**src/rtl/ckpt_pkg.sv**
```systemverilog
package ckpt_pkg;
  typedef enum logic [1:0] {
    ST_IDLE   = 2'd0,
    ST_SAVE   = 2'd1,
    ST_LOAD   = 2'd2,
    ST_REINIT = 2'd3
  } ckpt_state_e;
endpackage

```
**src/rtl/ckpt_rf.sv**
```systemverilog
module ckpt_rf #(
  parameter int NREGS = 16,
  parameter int DW    = 32,
  parameter int NRD   = 2,
  localparam int AW   = $clog2(NREGS)
) (
  input  logic                     clk_i,
  input  logic                     rst_ni,
  input  logic                     we_i,
  input  logic [AW-1:0]            waddr_i,
  input  logic [DW-1:0]            wdata_i,
  input  logic [NRD-1:0][AW-1:0]   raddr_i,
  output logic [NRD-1:0][DW-1:0]   rdata_o
);
  logic [DW-1:0] mem_q [NREGS];

  always_ff @(posedge clk_i) begin
    if (we_i) mem_q[waddr_i] <= wdata_i;
  end

  // registered read ports, old data on same-address write
  always_ff @(posedge clk_i or negedge rst_ni) begin
    if (!rst_ni) begin
      rdata_o <= '0;
    end else begin
      for (int p = 0; p < NRD; p++) rdata_o[p] <= mem_q[raddr_i[p]];
    end
  end
endmodule

```
**src/rtl/ckpt_walker.sv**
```systemverilog
module ckpt_walker #(
  parameter int NREGS = 16,
  localparam int AW   = $clog2(NREGS),
  localparam int CW   = $clog2(NREGS + 1)
) (
  input  logic             clk_i,
  input  logic             rst_ni,
  input  logic             start_i,
  input  logic             run_i,
  input  logic [NREGS-1:0] mask_i,
  output logic [AW-1:0]    rd_addr_o,
  output logic             wr_en_o,
  output logic [AW-1:0]    wr_addr_o,
  output logic             last_o
);
  logic [CW-1:0] cur_q;
  logic          pend_q;
  logic [AW-1:0] pend_addr_q;

  // lowest set mask bit at or above from; NREGS when none
  function automatic logic [CW-1:0] first_from(input logic [NREGS-1:0] m,
                                               input logic [CW-1:0] from);
    logic [CW-1:0] r;
    r = CW'(NREGS);
    for (int i = NREGS - 1; i >= 0; i--) begin
      if (m[i] && (CW'(i) >= from)) r = CW'(i);
    end
    return r;
  endfunction

  always_ff @(posedge clk_i or negedge rst_ni) begin
    if (!rst_ni) begin
      cur_q       <= CW'(NREGS);
      pend_q      <= 1'b0;
      pend_addr_q <= '0;
    end else if (start_i) begin
      cur_q  <= first_from(mask_i, '0);
      pend_q <= 1'b0;
    end else if (run_i) begin
      if (cur_q != CW'(NREGS)) begin
        pend_q      <= 1'b1;
        pend_addr_q <= cur_q[AW-1:0];
        cur_q       <= first_from(mask_i, cur_q + 1'b1);
      end else begin
        pend_q <= 1'b0;
      end
    end
  end

  assign rd_addr_o = cur_q[AW-1:0];
  assign wr_en_o   = pend_q && run_i;
  assign wr_addr_o = pend_addr_q;
  assign last_o    = (cur_q == CW'(NREGS));

  p_ascending_r4: assert property (@(posedge clk_i) disable iff (!rst_ni)
    (wr_en_o && $past(wr_en_o)) |-> (wr_addr_o > $past(wr_addr_o)));
endmodule

```
**src/rtl/ckpt_engine.sv**
```systemverilog
module ckpt_engine
  import ckpt_pkg::*;
#(
  parameter int NREGS = 16,
  parameter int DW    = 32,
  localparam int AW   = $clog2(NREGS)
) (
  input  logic             clk_i,
  input  logic             rst_ni,
  input  logic             ckpt_req_i,
  input  logic             rollback_req_i,
  input  logic [NREGS-1:0] valid_mask_i,
  input  logic [AW-1:0]    rd_a_addr_i,
  output logic [DW-1:0]    rd_a_data_o,
  input  logic [AW-1:0]    rd_b_addr_i,
  output logic [DW-1:0]    rd_b_data_o,
  input  logic             wr_en_i,
  input  logic [AW-1:0]    wr_addr_i,
  input  logic [DW-1:0]    wr_data_i,
  output logic             stall_o,
  output logic             reinit_o,
  output logic             done_o,
  output logic             older_o,
  output logic [1:0]       slot_valid_o
);
  ckpt_state_e      state_q, state_d;
  logic             roll_q, slot_q, older_q;
  logic [1:0]       slot_valid_q;
  logic [NREGS-1:0] slot_mask_q [2];
  logic [NREGS-1:0] walk_mask_q;

  logic in_idle, any_valid, do_roll, do_ckpt, start, roll_src;
  logic [NREGS-1:0] start_mask, walk_mask;
  logic walking, walk_we, walk_last;
  logic [AW-1:0] walk_rd_addr, walk_wr_addr;

  assign in_idle    = (state_q == ST_IDLE);
  assign any_valid  = |slot_valid_q;
  assign do_roll    = in_idle && rollback_req_i && any_valid;
  assign do_ckpt    = in_idle && ckpt_req_i && !do_roll;
  assign start      = do_roll || do_ckpt;
  assign roll_src   = slot_valid_q[older_q] ? older_q : ~older_q;
  assign start_mask = do_roll ? slot_mask_q[roll_src] : valid_mask_i;
  assign walk_mask  = start ? start_mask : walk_mask_q;
  assign walking    = (state_q == ST_SAVE) || (state_q == ST_LOAD);

  ckpt_walker #(.NREGS(NREGS)) i_walker (
    .clk_i     (clk_i),
    .rst_ni    (rst_ni),
    .start_i   (start),
    .run_i     (walking),
    .mask_i    (walk_mask),
    .rd_addr_o (walk_rd_addr),
    .wr_en_o   (walk_we),
    .wr_addr_o (walk_wr_addr),
    .last_o    (walk_last)
  );

  always_comb begin
    state_d = state_q;
    unique case (state_q)
      ST_IDLE:   if (do_roll) state_d = ST_LOAD;
                 else if (do_ckpt) state_d = ST_SAVE;
      ST_SAVE,
      ST_LOAD:   if (walk_last) state_d = ST_REINIT;
      ST_REINIT: state_d = ST_IDLE;
      default:   state_d = ST_IDLE;
    endcase
  end

  always_ff @(posedge clk_i or negedge rst_ni) begin
    if (!rst_ni) begin
      state_q        <= ST_IDLE;
      roll_q         <= 1'b0;
      slot_q         <= 1'b0;
      older_q        <= 1'b0;
      slot_valid_q   <= 2'b00;
      slot_mask_q[0] <= '0;
      slot_mask_q[1] <= '0;
      walk_mask_q    <= '0;
    end else begin
      state_q <= state_d;
      if (start) walk_mask_q <= start_mask;
      if (do_roll) begin
        roll_q <= 1'b1;
        slot_q <= roll_src;
      end else if (do_ckpt) begin
        roll_q <= 1'b0;
        slot_q <= older_q;
        slot_valid_q[older_q] <= 1'b0;  // old contents discarded
        slot_mask_q[older_q]  <= valid_mask_i;
      end
      if (state_q == ST_REINIT) begin
        if (roll_q) begin
          slot_valid_q <= 2'b00;
        end else begin
          slot_valid_q[slot_q] <= 1'b1;
          older_q <= ~slot_q;
        end
      end
    end
  end

  // register files
  logic [1:0][DW-1:0] main_rdata;
  logic [AW-1:0]      main_ra0;
  logic               main_we, main_eng_we;
  logic [AW-1:0]      main_waddr;
  logic [DW-1:0]      main_wdata;
  logic [DW-1:0]      sh_rdata [2];
  logic [1:0]         sh_we;

  assign main_ra0    = (state_q == ST_SAVE) ? walk_rd_addr : rd_a_addr_i;
  assign main_eng_we = (state_q == ST_LOAD) && walk_we;
  assign main_we     = (in_idle && wr_en_i) || main_eng_we;
  assign main_waddr  = (state_q == ST_LOAD) ? walk_wr_addr : wr_addr_i;
  assign main_wdata  = (state_q == ST_LOAD) ? sh_rdata[slot_q] : wr_data_i;

  ckpt_rf #(.NREGS(NREGS), .DW(DW), .NRD(2)) i_main_rf (
    .clk_i   (clk_i),
    .rst_ni  (rst_ni),
    .we_i    (main_we),
    .waddr_i (main_waddr),
    .wdata_i (main_wdata),
    .raddr_i ({rd_b_addr_i, main_ra0}),
    .rdata_o (main_rdata)
  );

  for (genvar s = 0; s < 2; s++) begin : g_shadow
    assign sh_we[s] = (state_q == ST_SAVE) && walk_we && (slot_q == 1'(s));
    ckpt_rf #(.NREGS(NREGS), .DW(DW), .NRD(1)) i_shadow_rf (
      .clk_i   (clk_i),
      .rst_ni  (rst_ni),
      .we_i    (sh_we[s]),
      .waddr_i (walk_wr_addr),
      .wdata_i (main_rdata[0]),
      .raddr_i (walk_rd_addr),
      .rdata_o (sh_rdata[s])
    );
  end

  assign rd_a_data_o  = main_rdata[0];
  assign rd_b_data_o  = main_rdata[1];
  assign stall_o      = !in_idle;
  assign reinit_o     = (state_q == ST_REINIT);
  assign done_o       = (state_q == ST_REINIT);
  assign older_o      = older_q;
  assign slot_valid_o = slot_valid_q;

  p_done_pulse_r8: assert property (@(posedge clk_i) disable iff (!rst_ni)
    done_o |=> (!done_o && !stall_o));
  p_noslot_ignored_r7: assert property (@(posedge clk_i) disable iff (!rst_ni)
    (in_idle && rollback_req_i && !any_valid && !ckpt_req_i) |=> !stall_o);
  p_roll_invalidates_r7: assert property (@(posedge clk_i) disable iff (!rst_ni)
    (reinit_o && roll_q) |=> (slot_valid_o == 2'b00));
  p_single_writer_r4: assert property (@(posedge clk_i) disable iff (!rst_ni)
    $onehot0({sh_we, main_eng_we}));
  p_older_flip_r5: assert property (@(posedge clk_i) disable iff (!rst_ni)
    (reinit_o && !roll_q) |=> (older_o != $past(older_o)));
  p_roll_priority_r9: assert property (@(posedge clk_i) disable iff (!rst_ni)
    (in_idle && rollback_req_i && ckpt_req_i && any_valid) |=> (state_q == ST_LOAD));
endmodule

```
**config.mk**
```make
export PLATFORM = sky130hd
export DESIGN_NAME = ckpt_engine
export DESIGN_NICKNAME = d
export VERILOG_FILES = /design/src/rtl/ckpt_pkg.sv /design/src/rtl/ckpt_rf.sv /design/src/rtl/ckpt_walker.sv /design/src/rtl/ckpt_engine.sv
export SDC_FILE = /design/constraint.sdc
export NUM_CORES = 2
export LEC_CHECK = 0
export BUFFER_PORTS_ARGS = -buffer_cell sky130_fd_sc_hd__buf_2
export CORE_ASPECT_RATIO = 0.7
export CORE_MARGIN = 1.5
export CORE_UTILIZATION = 55
export DETAILED_ROUTE_END_ITERATION = 10
export PLACE_DENSITY_LB_ADDON = 0.2
export SLEW_MARGIN = 20
export SYNTH_ARGS = -nofsm -noshare
export SYNTH_HDL_FRONTEND = slang
export SYNTH_SLANG_ARGS = --single-unit
```
**constraint.sdc**
```tcl
create_clock -name clk_i -period 3.49 [get_ports clk_i]
set_input_delay 0.1745 -clock clk_i [delete_from_list [all_inputs] [get_ports clk_i]]
set_output_delay 0.1745 -clock clk_i [all_outputs]
set_load 0.01 [all_outputs]
```
==> metrics.txt <==
# TYPE chip_impl_metric gauge
chip_impl_metric{name="cts.clk_slew.worst_paths",unit="ns"} 0.06
chip_impl_metric{name="drt_first_iter_violations",unit=""} 4575
chip_impl_metric{name="mappedNetlistArea",unit="sq um"} 69500
chip_impl_info{name="failed_checks",value="hold timing, slew limit"} 1
chip_impl_metric{name="worstSkewPairLatency",unit="ns"} 0.80
chip_impl_metric{name="finClkSkew",unit="ns"} 0.0397
chip_impl_metric{name="rrSetupSlack",unit="ns"} 0.37
chip_impl_metric{name="dp_hpwl",unit="mm"} 95.9
chip_impl_metric{name="timing_worst_slew_pin_value",unit="ns"} 1.61
chip_impl_metric{name="net-switching-power",unit="uW"} 19100
chip_impl_info{name="clock_root_buffer",value="clkbuf_16"} 1
chip_impl_metric{name="seq_power_share",unit="%"} 46.6
chip_impl_info{name="slowest_stage",value="dfrtp_4"} 1
chip_impl_info{name="crit_path_start_kind",value="flop"} 1
chip_impl_metric{name="maxCapViolations",unit=""} 0
chip_impl_metric{name="floorplan.rows",unit=""} 108
chip_impl_metric{name="worstPathArrival",unit="ns"} 3.75
chip_impl_metric{name="power_density",unit="nW/um^2"} 792
chip_impl_metric{name="grt_util_all_layers",unit="%"} 27.4
chip_impl_metric{name="critical_path.max_fanout",unit=""} 29
chip_impl_metric{name="post_cts_hold_buffer_count",unit=""} 33
chip_impl_metric{name="cellInternalPower",unit="uW"} 43700
chip_impl_metric{name="standby_leakage_power",unit="uW"} 0.0256
chip_impl_metric{name="routabilityCongestion",unit=""} 0.846
chip_impl_metric{name="synth_fp_nets",unit=""} 3281
chip_impl_metric{name="synthesis.instances",unit=""} 3207
chip_impl_metric{name="grt_pass1_wl",unit="mm"} 251
chip_impl_info{name="clock_tree_from_tritoncts",value="built"} 1
chip_impl_metric{name="worst_ir_drop_vdd",unit="mV"} 0.653
chip_impl_info{name="synth_top_cells_by_area",value="edfxtp_1, mux4_2, dfrtp_1"} 1
chip_impl_metric{name="yosys.cell_types.count",unit=""} 67
chip_impl_metric{name="edff_count_synth",unit=""} 1536
chip_impl_metric{name="syn-mean-instance-area",unit="sq um"} 21.7
chip_impl_metric{name="clkSinkCount",unit=""} 1729
chip_impl_info{name="critical_path.reg2reg.endpoint",value="i_walker.cur_q[1]"} 1
chip_impl_metric{name="setup_violations",unit=""} 0
chip_impl_metric{name="swShare",unit="%"} 30.3
chip_impl_metric{name="maximum_number_of_pins_on_one_net_before_global_route_repair",unit=""} 155
chip_impl_metric{name="ys_seq_elements",unit=""} 1729
chip_impl_info{name="grt_setup_unrepaired",value="false"} 1
chip_impl_metric{name="detail_route.wl_per_cell",unit="um"} 32.7
chip_impl_metric{name="finalWorstPathRequiredPeriod",unit="ns"} 3.12
chip_impl_metric{name="core_region_area",unit="sq um"} 125000
chip_impl_metric{name="portion_of_synthesized_cell_area_occupied_by_the_leading_cell_type",unit="%"} 66.4
chip_impl_info{name="top_cell_type_by_total_area_after_synthesis",value="edfxtp_1"} 1
chip_impl_metric{name="grt_overflow_total",unit=""} 0
chip_impl_info{name="path_class",value="flop to flop"} 1
chip_impl_metric{name="worstRegToRegCells",unit=""} 9
chip_impl_metric{name="die_height",unit="um"} 300
chip_impl_metric{name="final_clock_period_utilization_by_the_worst_path",unit="%"} 89.3
chip_impl_metric{name="fmax",unit="MHz"} 321
chip_impl_metric{name="buffer_ports.inserted",unit=""} 134
chip_impl_info{name="outcome",value="complete, but fails checks"} 1
chip_impl_metric{name="slew_headroom",unit="%"} -7.30
chip_impl_metric{name="fp.dieW",unit="um"} 428
chip_impl_metric{name="ys.warnings.count",unit=""} 0
chip_impl_info{name="hold-path-endpoint",value="i_main_rf.mem_q[7][12]"} 1
chip_impl_info{name="crit_chain",value="buf_4, nand2_1, o21ai_0, a21oi_1, o31ai_1, nand2_1, o211ai_1, a221oi_1, o311ai_0"} 1
chip_impl_metric{name="utilization",unit="%"} 63.6
chip_impl_metric{name="ant_nets",unit=""} 0
chip_impl_metric{name="detail_route.first_pass.iterations",unit=""} 6
chip_impl_metric{name="route.vias.total",unit=""} 35276
chip_impl_metric{name="timing.hold.worst_path_depth",unit=""} 3
chip_impl_metric{name="finalNetCount",unit=""} 3572
chip_impl_info{name="timing.critical_path.to_type",value="flop"} 1
chip_impl_metric{name="area.growth.synth_to_final",unit="%"} 14.2
chip_impl_metric{name="floorplan.io_pins",unit=""} 135
chip_impl_info{name="worstReg2RegStart",value="i_walker.cur_q[1]"} 1
chip_impl_metric{name="route.detailed.drc",unit=""} 0
chip_impl_metric{name="dieArea",unit="sq um"} 128000
chip_impl_metric{name="post-cts-setup-buffer-count",unit=""} 0
chip_impl_metric{name="ys_seq_area_share",unit="%"} 73.4
chip_impl_metric{name="final_layout_worst_hold_slack",unit="ns"} -0.0388
chip_impl_metric{name="cts_resized",unit=""} 0
chip_impl_metric{name="power.share.combinational",unit="%"} 26.5
chip_impl_metric{name="power.clock.fraction",unit="%"} 26.9
chip_impl_metric{name="drive_gt1_share",unit="%"} 34.0
chip_impl_info{name="yosys-top-cells-count",value="edfxtp_1, mux4_2, dfrtp_1"} 1
chip_impl_metric{name="initial_core_util",unit="%"} 55.7
chip_impl_info{name="ys_dominant_reg_cell",value="edfxtp_1"} 1
chip_impl_metric{name="max_stage_delay",unit="ns"} 0.46
chip_impl_metric{name="timing.critical_path.required",unit="ns"} 4.12
chip_impl_metric{name="hold_viol",unit=""} 18
chip_impl_metric{name="via_count_of_the_first_global_routing_pass",unit=""} 35778
chip_impl_info{name="start_point_of_the_worst_hold_path",value="wr_data_i[12]"} 1
chip_impl_metric{name="slew_viols_final",unit=""} 84
chip_impl_metric{name="ctsLongestPathBuffers",unit=""} 3
chip_impl_metric{name="grt_antenna_before_repair",unit=""} 3
chip_impl_metric{name="synthArstFlopShare",unit="%"} 11.2
chip_impl_info{name="timing.hold.worst.class",value="input port to flop"} 1
chip_impl_metric{name="detailed_route_wl",unit="mm"} 173
chip_impl_metric{name="number_of_h_tree_branching_levels",unit=""} 4
chip_impl_metric{name="detail_route.vias_per_cell",unit=""} 6.68
chip_impl_metric{name="setup_total_negative_slack",unit="ns"} 0
chip_impl_info{name="post-synth-top-count-cell",value="edfxtp_1"} 1
chip_impl_info{name="path_common_cell",value="nand2_1"} 1
chip_impl_metric{name="cts_buffers",unit=""} 159
[power groups by stage]
stage	combinational [uW]	clock, uW	sequential (uW)
after floorplan	11200	0	28500
after global placement	16300	0	29500
after detailed placement	16500	0	29800
after CTS	16600	17100	29300
after global routing	17700	17900	29500
final	16600	16900	29300
[how the worst max path moves through the flow]
stage / from / to / slack (ns) / depth (start not counted)
2_1_floorplan: i_walker.cur_q[1] / i_walker.cur_q[3] / 0.10 / 13
3_3_place_gp: state_q[0] / i_walker.cur_q[0] / 0.43 / 10
3_5_place_dp: i_walker.cur_q[0] / i_walker.cur_q[1] / 0.45 / 9
4_1_cts: i_walker.cur_q[0] / i_walker.cur_q[1] / 0.38 / 9
5_1_grt: i_walker.cur_q[1] / i_walker.cur_q[1] / 0.07 / 9
6_report: i_walker.cur_q[1] / i_walker.cur_q[1] / 0.37 / 9
[area by class of cell]
class | instances | area (sq um)
diodes | 2 | 5.00
clock buffers | 228 | 4410
clock inverters | 67 | 614
fillers | 8248 | 45300
inverters | 27 | 104
multi-input cells | 1257 | 18100
flip-flops and latches | 1729 | 51000
well taps | 1650 | 2060
repair buffers | 324 | 3000
[cells in the final DEF (no fill, tap or decap), drive strengths merged, types with 35 or more instances in the layout]
master,count
mux4,604
nand2,98
nor2,103
a31oi,35
a211oi,42
mux2,35
a21oi,68
buf,288
dfrtp,192
clkbuf,229
clkinv,52
dlygate4sd3,35
mux2i,44
and2,35
edfxtp,1536
[cell families after synthesis]
family | after synthesis | synth area share [%]
XOR/XNOR | 4 | 0.0505
flip-flops | 1729 | 73.4
multiplexers | 683 | 20.8
AO/OA/AOI/OAI | 247 | 2.31
adder cells (fa/ha/maj) | 9 | 0.162
buffers and inverters | 221 | 1.22
AND/OR/NAND/NOR | 314 | 2.09
[registers in the layout, summed over array words and instances (netlist names)]
signal,flops
g_shadow.i_shadow_rf.mem_q,1024
g_shadow.i_shadow_rf.rdata_o,64
i_main_rf.mem_q,512
i_main_rf.rdata_o,64
i_walker.cur_q,5
i_walker.pend_q,1
i_walker.wr_addr_o,4
older_o,1
roll_q,1
slot_mask_q,32
slot_q,1
slot_valid_o,2
state_q,2
walk_mask_q,16
[stage by stage]
stage	hold slack, ns	setup WS, ns	area, sq um	power (uW)	instances
final	-0.0388	0.372	79300	62800	5284
after global routing	0.00284	0.0659	79300	65100	5282
after global placement	0.296	0.432	73800	45800	4951
after floorplan	-0.121	0.102	69500	39700	3207
after CTS	0.00203	0.377	79200	63100	5279
after detailed placement	0.292	0.452	73800	46300	4951
[critical path: cells and delay by family, from the launching register on]
family,cells,cell delay [ns]
AO/OA/AOI/OAI,6,1.62
flip-flops,1,0.46
AND/OR/NAND/NOR,2,0.46
buffers and inverters,1,0.42
[routing by layer]
layer / track usage [%] / up-vias / part of all wire (%) / routed length, um
met1: 40.9 / 18972 / 41 / 69900
met3: 4.60 / 262 / 8.7 / 15000
met5: 0 / - / 0.0041 / 7
met4: 7.79 / 2 / 2.3 / 4030
met2: 42.6 / 1883 / 48 / 83600
li1: - / 14157 / - / -
Power figures use the tool's default switching activity.
